## src/rtl/lrsc_pkg.sv

```systemverilog
package lrsc_pkg;
    typedef enum logic [2:0] {
        ST_IDLE,
        ST_LR_XLATE,
        ST_LR_READ,
        ST_SC_XLATE,
        ST_SC_ANNOUNCE,
        ST_SC_WRITE
    } lrsc_state_t;

    localparam logic [1:0] MOP_READ     = 2'd0;
    localparam logic [1:0] MOP_ANNOUNCE = 2'd1;
    localparam logic [1:0] MOP_WRITE    = 2'd2;

    localparam logic [1:0] SZ_WORD  = 2'b10;
    localparam logic [1:0] SZ_DWORD = 2'b11;
endpackage

```

## src/rtl/lrsc_resv.sv

```systemverilog
module lrsc_resv #(
    parameter int AW = 64
) (
    input  logic          clk,
    input  logic          rst_n,
    input  logic          set_i,
    input  logic [AW-1:0] set_addr_i,
    input  logic          clr_i,
    input  logic [AW-1:0] cmp_addr_i,
    output logic          hit_o
);
    logic          valid_q;
    logic [AW-1:0] addr_q;

    always_ff @(posedge clk or negedge rst_n) begin
        if (!rst_n) begin
            valid_q <= 1'b0;
            addr_q  <= '0;
        end else if (clr_i) begin
            valid_q <= 1'b0;
        end else if (set_i) begin
            valid_q <= 1'b1;
            addr_q  <= set_addr_i;
        end
    end

    assign hit_o = valid_q && (addr_q == cmp_addr_i);
endmodule

```

## src/rtl/lrsc_fmt.sv

```systemverilog
module lrsc_fmt #(
    parameter int XLEN = 64
) (
    input  logic            dword_i,
    input  logic [XLEN-1:0] load_raw_i,
    input  logic [XLEN-1:0] store_raw_i,
    output logic [XLEN-1:0] load_o,
    output logic [XLEN-1:0] store_o
);
    localparam int HALF = XLEN / 2;

    always_comb begin
        if (dword_i) begin
            load_o  = load_raw_i;
            store_o = store_raw_i;
        end else begin
            load_o  = {{HALF{load_raw_i[HALF-1]}}, load_raw_i[HALF-1:0]};
            store_o = {{HALF{1'b0}}, store_raw_i[HALF-1:0]};
        end
    end
endmodule

```

## src/rtl/lrsc_unit.sv

```systemverilog
module lrsc_unit
    import lrsc_pkg::*;
#(
    parameter int XLEN = 64
) (
    input  logic            clk,
    input  logic            rst_n,
    input  logic            req_valid,
    input  logic            req_sc,
    input  logic [1:0]      req_size,
    input  logic            req_aq,
    input  logic            req_rl,
    input  logic [XLEN-1:0] req_base,
    input  logic [XLEN-1:0] req_src,
    output logic            busy,
    output logic            xl_valid,
    output logic [XLEN-1:0] xl_vaddr,
    output logic            xl_write,
    input  logic            xl_done,
    input  logic            xl_fault,
    input  logic [XLEN-1:0] xl_paddr,
    output logic            mem_valid,
    output logic [1:0]      mem_op,
    output logic [XLEN-1:0] mem_addr,
    output logic            mem_size,
    output logic [XLEN-1:0] mem_wdata,
    output logic            mem_aq,
    output logic            mem_rl,
    output logic            mem_resv,
    input  logic            mem_done,
    input  logic            mem_fault,
    input  logic [XLEN-1:0] mem_rdata,
    output logic            rd_we,
    output logic [XLEN-1:0] rd_data,
    output logic            exc_valid,
    output logic [XLEN-1:0] exc_addr,
    output logic            int_err
);
    lrsc_state_t     state_q, state_d;
    logic [XLEN-1:0] vaddr_q, paddr_q, src_q;
    logic            dword_q, aq_q, rl_q;
    logic            size_ok, accept, resv_hit, resv_set, resv_clr;
    logic [XLEN-1:0] load_val;

    assign size_ok  = (req_size == SZ_WORD) || (req_size == SZ_DWORD);
    assign accept   = (state_q == ST_IDLE) && req_valid && size_ok;
    assign resv_clr = accept && req_sc;
    assign resv_set = (state_q == ST_LR_READ) && mem_done && !mem_fault;

    lrsc_resv #(.AW(XLEN)) u_resv (
        .clk        (clk),
        .rst_n      (rst_n),
        .set_i      (resv_set),
        .set_addr_i (vaddr_q),
        .clr_i      (resv_clr),
        .cmp_addr_i (req_base),
        .hit_o      (resv_hit)
    );

    lrsc_fmt #(.XLEN(XLEN)) u_fmt (
        .dword_i     (dword_q),
        .load_raw_i  (mem_rdata),
        .store_raw_i (src_q),
        .load_o      (load_val),
        .store_o     (mem_wdata)
    );

    // Next-state logic
    always_comb begin
        state_d = state_q;
        unique case (state_q)
            ST_IDLE: begin
                if (accept)
                    state_d = req_sc ? (resv_hit ? ST_SC_XLATE : ST_IDLE) : ST_LR_XLATE;
            end
            ST_LR_XLATE:    if (xl_done)  state_d = xl_fault  ? ST_IDLE : ST_LR_READ;
            ST_LR_READ:     if (mem_done) state_d = ST_IDLE;
            ST_SC_XLATE:    if (xl_done)  state_d = xl_fault  ? ST_IDLE : ST_SC_ANNOUNCE;
            ST_SC_ANNOUNCE: if (mem_done) state_d = mem_fault ? ST_IDLE : ST_SC_WRITE;
            ST_SC_WRITE:    if (mem_done) state_d = ST_IDLE;
            default:        state_d = ST_IDLE;
        endcase
    end

    // State register and request context
    always_ff @(posedge clk or negedge rst_n) begin
        if (!rst_n) begin
            state_q <= ST_IDLE;
            vaddr_q <= '0;
            paddr_q <= '0;
            src_q   <= '0;
            dword_q <= 1'b0;
            aq_q    <= 1'b0;
            rl_q    <= 1'b0;
        end else begin
            state_q <= state_d;
            if (accept) begin
                vaddr_q <= req_base;
                src_q   <= req_src;
                dword_q <= req_size[0];
                aq_q    <= req_aq;
                rl_q    <= req_rl;
            end
            if (xl_valid && xl_done) paddr_q <= xl_paddr;
        end
    end

    // Result outputs
    always_ff @(posedge clk or negedge rst_n) begin
        if (!rst_n) begin
            rd_we     <= 1'b0;
            rd_data   <= '0;
            exc_valid <= 1'b0;
            exc_addr  <= '0;
            int_err   <= 1'b0;
        end else begin
            rd_we     <= 1'b0;
            exc_valid <= 1'b0;
            int_err   <= 1'b0;
            unique case (state_q)
                ST_IDLE: begin
                    if (req_valid && !size_ok) begin
                        int_err <= 1'b1;
                    end else if (accept && req_sc) begin
                        rd_we   <= 1'b1;
                        rd_data <= {{(XLEN-1){1'b0}}, !resv_hit};
                    end
                end
                ST_LR_XLATE, ST_SC_XLATE: begin
                    if (xl_done && xl_fault) begin
                        exc_valid <= 1'b1;
                        exc_addr  <= vaddr_q;
                    end
                end
                ST_LR_READ: begin
                    if (mem_done && mem_fault) begin
                        exc_valid <= 1'b1;
                        exc_addr  <= paddr_q;
                    end else if (mem_done) begin
                        rd_we   <= 1'b1;
                        rd_data <= load_val;
                    end
                end
                ST_SC_ANNOUNCE, ST_SC_WRITE: begin
                    if (mem_done && mem_fault) begin
                        exc_valid <= 1'b1;
                        exc_addr  <= paddr_q;
                    end
                end
                default: ;
            endcase
        end
    end

    // Request outputs decoded from the state
    always_comb begin
        xl_valid  = (state_q == ST_LR_XLATE) || (state_q == ST_SC_XLATE);
        xl_write  = (state_q == ST_SC_XLATE);
        mem_valid = (state_q == ST_LR_READ) || (state_q == ST_SC_ANNOUNCE) ||
                    (state_q == ST_SC_WRITE);
        mem_op    = (state_q == ST_SC_ANNOUNCE) ? MOP_ANNOUNCE :
                    (state_q == ST_SC_WRITE)    ? MOP_WRITE : MOP_READ;
    end

    assign busy     = (state_q != ST_IDLE);
    assign xl_vaddr = vaddr_q;
    assign mem_addr = paddr_q;
    assign mem_size = dword_q;
    assign mem_aq   = aq_q;
    assign mem_rl   = rl_q;
    assign mem_resv = mem_valid;
endmodule

```

## config.mk

```make
export PLATFORM = sky130hd
export DESIGN_NAME = lrsc_unit
export DESIGN_NICKNAME = d
export VERILOG_FILES = /design/src/rtl/lrsc_pkg.sv /design/src/rtl/lrsc_resv.sv /design/src/rtl/lrsc_fmt.sv /design/src/rtl/lrsc_unit.sv
export SDC_FILE = /design/constraint.sdc
export NUM_CORES = 1
export LEC_CHECK = 0
export BUFFER_PORTS_ARGS = -buffer_cell sky130_fd_sc_hd__buf_2
export CAP_MARGIN = 30
export CORE_AREA = 2 2 237 239
export CTS_BUF_LIST = sky130_fd_sc_hd__clkbuf_8
export DETAILED_ROUTE_END_ITERATION = 12
export DIE_AREA = 0 0 239 241
export PLACE_DENSITY = 0.61
export REMOVE_ABC_BUFFERS = 1
export SLEW_MARGIN = 20
export SYNTH_ARGS = -nofsm -noshare
export SYNTH_HDL_FRONTEND = slang
export SYNTH_SLANG_ARGS = --single-unit
```

## constraint.sdc

```tcl
create_clock -name clk -period 4.4 [get_ports clk]
set_input_delay 0.44 -clock clk [delete_from_list [all_inputs] [get_ports clk]]
set_output_delay 0.44 -clock clk [all_outputs]
set_load 0.02 [all_outputs]
```

==> reports/results.tsv, run 1 <==
stage	metric	value	unit
clocking	cts_inserted_buffers	73	
layout	fill_cells	5163	
synth	synthCells	1508	
grt	antenna_found_initial	8	
placement	port-buffer-count	600	
layout	area_delta_synth_final	41.5	%
flow_run	max_cap_viol_count	0	
timing	maxSlewHeadroom	0.349	
synth	ys_seq_elements	394	
worst_setup_path	cp_slowest_stage_delay	0.49	ns
worst_setup_path	cp_max_fo	129	
routing	wl_per_cell	18.3	um
die	die_h	241	um
synth	netlist_area	16900	um2
timing	finClkSkew	0.0314	ns
timing	rsz0062_at_grt	false	
synth	postSynthAreaPerCell	11.2	um2
clocking	numClockSinks	394	
clocking	post_cts_resized	0	
synth	ys_seq_area_frac	0.583	
synth	ys_types	45	
synth	synthTopCellsByArea	dfrtp_1 58%, mux2_2 12%, nand2_1 8.5%, mux2i_1 3.8%, o21ai_0 3.3%	
pwr	power	15.8	mW
routing	vias	14100	
die	die_area	57600	um2
clocking	cts_hold_buf	194	
clocking	clockBufferDepth	3	
layout	layout-drive-gt1-share	0.403	
timing	finalSetupViolCount	0	
synth	yosysWarnings	0	
worst_setup_path	crit_type	reg -> reg	
routing	drcViolationCount	0	
die	die-width	239	um
synth	synth_flop_cell	dfrtp_1	
routing	via_per_inst	4.66	
outcome	status	finished, final reports clean	
timing	tightest_slew	0.976	ns
worst_setup_path	cp.required	4.91	ns
grt	grt_pass1_wl	82600	um
routing	drtIter0Drc	640	
placement	dp_hpwl	38700	um
worst_setup_path	worstPathCellList	or3b_1 > buf_4 > nor3b_4 > buf_12 > a21oi_4 > buf_12 > o31ai_1	
worst_setup_path	cp_slowest_cell	dfrtp_1	
layout	finish.net_count	2540	
die	std_cell_rows	86	
clocking	postCtsSetupBuffers	0	
layout	utilization	0.436	
routing	ant_nets	0	
die	core	54900	um2
timing	final.setup.worst_slack	1.66	ns
timing	fmax	0.365	GHz
timing	slew_violations	0	
timing	period_needed	2.74	ns
timing	hold_viol_final	0	
pwr	power_density	659	nW/um2
synth	yosys.area.top_type	dfrtp_1	
routing	drtPass1Iterations	5	
clocking	clkLatencyLatePin	0.64	ns
timing	setup_tns	0	ns
pwr	leakagePower	12.5	nW
worst_setup_path	cp-end-kind	flip-flop	
routing	drt-total-wl	55300	um
pwr	ir_worst_vdd	0.404	mV
clocking	clock-root-buffer	clkbuf_8	
die	start_util	0.308	
grt	grt.overflow.total	0	
clocking	clk_pin_slew_worst_paths	0.06	ns
grt	first_global_vias	14700	
worst_setup_path	cpMostUsedCell	buf_12	
clocking	cts_max_level	3	
grt	grt_use_total	0.185	
grt	grt_max_degree	130	
placement	gp_congestion	0.848	
hold_path	hold_path_class	in -> reg	
synth	synth_edf_count	0	
layout	final_cell_mix	599 x buf_2, 394 x dfrtp_1, 385 x nand2_1	
die	ios	601	
clocking	cts_tree	built	
layout	layout_commonest_cell	buf_2	
synth	synthArstFlopShare	1.00	
worst_setup_path	crit_arrival	3.25	ns
worst_setup_path	worstSetupStartpointType	flip-flop	
timing	fin_crit_sh	0.623	
synth	synth_top_area_frac	0.583	
placement	pre_cts_ws	1.74	ns
stage by stage:
step                      instance area (um2)  hold WS, ns  std cells
after global placement                  20400        0.450       2706
after CTS                               23900     0.000289       3027
after detailed placement                20400        0.454       2706
final                                   24000       0.0823       3031
after global routing                    23900       0.0285       3030
after floorplan                         16200        0.144       1382
kinds of logic (layout without fill, tap and decap cells):
kind of cell,after synthesis,in the layout,share of synthesized area
compound gates,205,205,0.0754
xor+xnor,42,42,0.0217
buf+inv,151,967,0.0459
flops,394,394,0.583
mux,241,241,0.156
other cells,0,3,0
simple gates,475,475,0.119
worst max-delay path: cells and delay by family (launching register included):
family	cells	cell delay [ns]
AO/OA/AOI/OAI	2	0.40
AND/OR/NAND/NOR	2	0.69
buffers and inverters	3	0.87
flip-flops	1	0.49
cell usage after synthesis (6+ instances only):
master    instances
nor4_1           14
clkbuf_1         50
xor2_1           40
nand2_1         385
inv_1            24
nor2b_1           9
buf_2            30
nand4_1           7
buf_1             6
dfrtp_1         394
mux2i_1          64
buf_6             6
o31ai_1          16
o22ai_1           6
o21ai_0         111
o31ai_2          17
nand2b_1         11
and2_1           33
mux2_2          177
buf_4            34
a21oi_1          36
layer usage:
| metal | global-route usage | routed length, um |
|---|---|---|
| met1 | 0.216 | 22100 |
| met2 | 0.326 | 28000 |
| met3 | 0.0476 | 3780 |
| met4 | 0.0731 | 1440 |
| met5 | 0 | 57 |
final cells by class:
class / count / area (um2) / area share
clock buffer: 99 / 1360 / 0.0569
tap: 704 / 881 / 0.0368
sequential: 394 / 9860 / 0.412
antenna: 3 / 7.51 / 0.000313
inverter: 25 / 93.8 / 0.00392
timing repair buffer: 815 / 5180 / 0.216
multi-input combinational: 963 / 6350 / 0.265
clock inverter: 28 / 214 / 0.00893
flip-flops by register name, summed over array words and instances (netlist names), 3 cells and up:
| signal | count |
|---|---|
| exc_addr | 64 |
| mem_addr | 64 |
| rd_data | 64 |
| src_q | 64 |
| state_q | 3 |
| u_resv.addr_q | 64 |
| xl_vaddr | 64 |
where the power goes:
group	switching, mW	internal, mW	total, mW
sequential	1.16	5.05	6.21
clock	1.60	2.18	3.78
combinational	3.47	2.32	5.79
final timing paths:
check	start	cells past startpoint	end	slack [ns]
max	state_q[0]$_DFFE_PN0P_	7	rd_data[53]$_DFFE_PN0P_	1.66
max reg2reg	state_q[0]$_DFFE_PN0P_	7	rd_data[53]$_DFFE_PN0P_	1.66
min in group asynchronous	rst_n	2	mem_addr[49]$_DFFE_PN0P_	0.40
min reg2reg	src_q[50]$_DFFE_PN0P_	2	src_q[50]$_DFFE_PN0P_	0.47
max in group asynchronous	rst_n	3	mem_addr[45]$_DFFE_PN0P_	2.84
min	req_base[14]	2	xl_vaddr[14]$_DFFE_PN0P_	0.08
No activity file was read; power rests on OpenSTA's default activity.
==> inputs of run 2 (changes only) <==
ABC_AREA = 1   (was default)
CORE_AREA = 2 2 231 233   (was 2 2 237 239)
DIE_AREA = 0 0 233 235   (was 0 0 239 241)
PLACE_DENSITY = 0.65   (was 0.61)
clock period = 2.33 ns   (was 4.4 ns; I/O delays follow)
==> run 2 against run 1 <==
- first-iteration DRC count is 78% higher
- combinational power is 120% higher
- synthesized area up 0.51%
- clock-buffer cell count shrank 10
==> reports/results.tsv, run 2 <==
stage	metric	value	unit
synth	synth_edf_count	0	
timing	fin_crit_sh	0.940	
layout	finish.net_count	3171	
synth	ys_seq_elements	394	
synth	yosysWarnings	0	
worst_setup_path	r2r-end	exc_addr[37]$_DFFE_PN0P_	
synth	ys_seq_area_frac	0.580	
synth	synthTopCellsByCount	926 x nand2_1, 394 x dfrtp_1, 145 x inv_1	
synth	synth_mux_area_frac	0	
outcome	status	finished, final reports clean	
pwr	clkPwrFrac	0.216	
die	die_area	54800	um2
layout	area_delta_synth_final	46.4	%
pwr	p_int	18.1	mW
synth	synthTopCellsByArea	dfrtp_1 58%, nand2_1 20%, o21ai_0 3.7%, inv_1 3.2%, nor2_1 2.8%	
hold_path	min_path_cells	3	
synth	synth_flop_cell	dfrtp_1	
worst_setup_path	cp-end-kind	primary output	
grt	grt_use_total	0.220	
timing	setup_tns	0	ns
synth	synth_most_common_cell	nand2_1	
clocking	numClockSinks	394	
routing	via_per_inst	4.57	
timing	tightest_slew	0.861	ns
placement	gp_congestion	0.841	
worst_setup_path	worstSetupStartpointType	flip-flop	
routing	drt-total-wl	60100	um
routing	drtPass1Iterations	5	
placement	dp_cells	3251	
synth	netlist_area	17000	um2
layout	fill_cells	4881	
clocking	cts_inserted_buffers	73	
placement	pre_cts_ws	0.309	ns
grt	first_global_vias	16900	
synth	ys_types	25	
timing	rsz0062_at_grt	false	
pwr	power_density	1280	nW/um2
synth	synth_compound_area_frac	0.0862	
die	start_util	0.326	
clocking	clkLatencyLatePin	0.64	ns
placement	port-buffer-count	600	
worst_setup_path	cp.required	2.10	ns
die	die-width	233	um
die	std_cell_rows	84	
grt	antenna_found_initial	3	
timing	fmax	0.456	GHz
worst_setup_path	crit_start	state_q[2]$_DFFE_PN0P_	
routing	drtIter0Drc	1136	
die	ios	601	
timing	finalSetupViolCount	0	
timing	slew_violations	0	
clocking	cts_tree	built	
synth	synthCells	2071	
routing	vias	16700	
synth	yosys.area.top_type	dfrtp_1	
pwr	seqPwrFrac	0.374	
routing	wl_per_cell	16.5	um
timing	finClkSkew	0.0244	ns
worst_setup_path	cp_max_fo	17	
pwr	swShare	0.431	
worst_setup_path	regToRegSetupSlack	0.25	ns
layout	layout-drive-gt1-share	0.258	
timing	hold_viol_final	0	
synth	synth_top_area_frac	0.580	
layout	final_cell_mix	925 x nand2_1, 599 x buf_2, 393 x dfrtp_1	
clocking	clockBufferDepth	3	
clocking	postCtsSetupBuffers	0	
pwr	p_comb_frac	0.409	
clocking	clk_pin_slew_worst_paths	0.06	ns
layout	layout_commonest_cell	nand2_1	
pwr	leakagePower	13.5	nW
layout	fin_cells	3644	
clocking	cts_max_level	3	
flow_run	max_cap_viol_count	0	
worst_setup_path	timing.rr.start	state_q[2]$_DFFE_PN0P_	
clocking	clock-root-buffer	clkbuf_8	
layout	utilization	0.477	
grt	grt.overflow.total	0	
worst_setup_path	crit_type	reg -> out	
hold_path	hold_start	mem_rdata[47]	
worst_setup_path	ff2ff_path_depth	9	
layout	final_area	24900	um2
pwr	p_sw	13.7	mW
grt	grt_pass1_wl	94200	um
timing	final.setup.worst_slack	0.139	ns
placement	placed_cell_area	20700	um2
pwr	ir_worst_vdd	0.913	mV
die	die_h	235	um
synth	synthArstFlopShare	1.00	
grt	grt_max_degree	136	
routing	drcViolationCount	0	
placement	dp_hpwl	38900	um
synth	synth_top_family_by_area	simple AND/OR/NAND/NOR gates	
die	core	52200	um2
timing	period_needed	2.19	ns
hold_path	hold_end	rd_data[47]$_DFFE_PN0P_	
synth	yosys.area_share.adder	0	
synth	synth-xor-area-share	0.00875	
synth	postSynthAreaPerCell	8.21	um2
worst_setup_path	crit_arrival	1.96	ns
timing	maxSlewHeadroom	0.426	
synth	synthSimpleGateAreaFrac	0.250	
routing	ant_nets	0	
hold_path	hold_path_class	in -> reg	
run 2: cell types whose count changed after synthesis, moves of 17 or more:
cell,change
nor2_1,+126
mux2i_1,-64
mux2_2,-177
xor2_1,-40
and2_1,-33
inv_1,+121
a31oi_1,+64
o31ai_1,+17
nand2_1,+541
clkbuf_1,+24
o31ai_2,-17
nand3_1,+31
run 2: final cells by class:
class / instances / area, um2 / share of cell area
multi-input cells: 1381 / 5910 / 0.237
inverters: 151 / 571 / 0.0229
repair buffers: 902 / 6200 / 0.249
well taps: 688 / 861 / 0.0346
diodes: 4 / 10.0 / 0.000402
flip-flops and latches: 394 / 9860 / 0.396
clock inverters: 35 / 265 / 0.0107
clock buffers: 89 / 1220 / 0.0492
run 2: timing repair:
action | CTS | global route
hold buffers | 263 | 0
endpoints found under the setup margin | 2 | 0
resized for setup | 1 | 0
endpoints found under the hold margin | 654 | 0
run 2: how the worst max path moves through the flow:
stage | endpoint | slack [ns] | cells after the start
global placement | state_q[1]$_DFFE_PN0P_ | 0.26 | 13
CTS | mem_resv | 0.05 | 5
finish | mem_resv | 0.14 | 5
floorplan | exc_valid$_DFF_PN0_ | -5.63 | 5
detailed placement | state_q[0]$_DFFE_PN0P_ | 0.31 | 15
global route | mem_resv | 0.007 | 5
run 2: logic make-up (layout without fill, tap and decap cells):
family | after synthesis | count (layout)
other | 0 | 4
AND/OR/NAND/NOR | 1106 | 1106
buffers and inverters | 296 | 1177
AO/OA/AOI/OAI | 258 | 258
flip-flops | 394 | 394
XOR/XNOR | 17 | 17
run 2: metrics by stage:
stage,power [mW],hold WS [ns]
after global routing,34.1,0.0404
after detailed placement,24.5,0.197
after CTS,32.1,0.00989
after global placement,24.3,0.196
final,31.9,0.0766
after floorplan,19.2,-0.0626
run 2: worst max-delay path, stage by stage (launching register included):
cell and delay, ns:
dfrtp_1 0.46, nor3_4 0.21, inv_2 0.09, nand2_4 0.15
buf_16 0.18, buf_2 0.19
run 2: per-layer routing:
metal	share of wire	up-vias	routed length, um	track usage
li1	-	8092	-	-
met1	0.43	7790	25800	0.278
met2	0.48	603	28700	0.361
met3	0.052	168	3130	0.0441
met4	0.040	0	2430	0.0988
met5	0	-	0	0
run 2: power by group through the flow:
stage | Sequential, mW | Combinational (mW) | Clock [mW]
CTS | 11.9 | 13.1 | 7.08
global placement | 11.9 | 12.3 | 0
floorplan | 14.2 | 4.96 | 0
finish | 11.9 | 13.0 | 6.88
global route | 12.3 | 14.4 | 7.39
detailed placement | 12.0 | 12.5 | 0
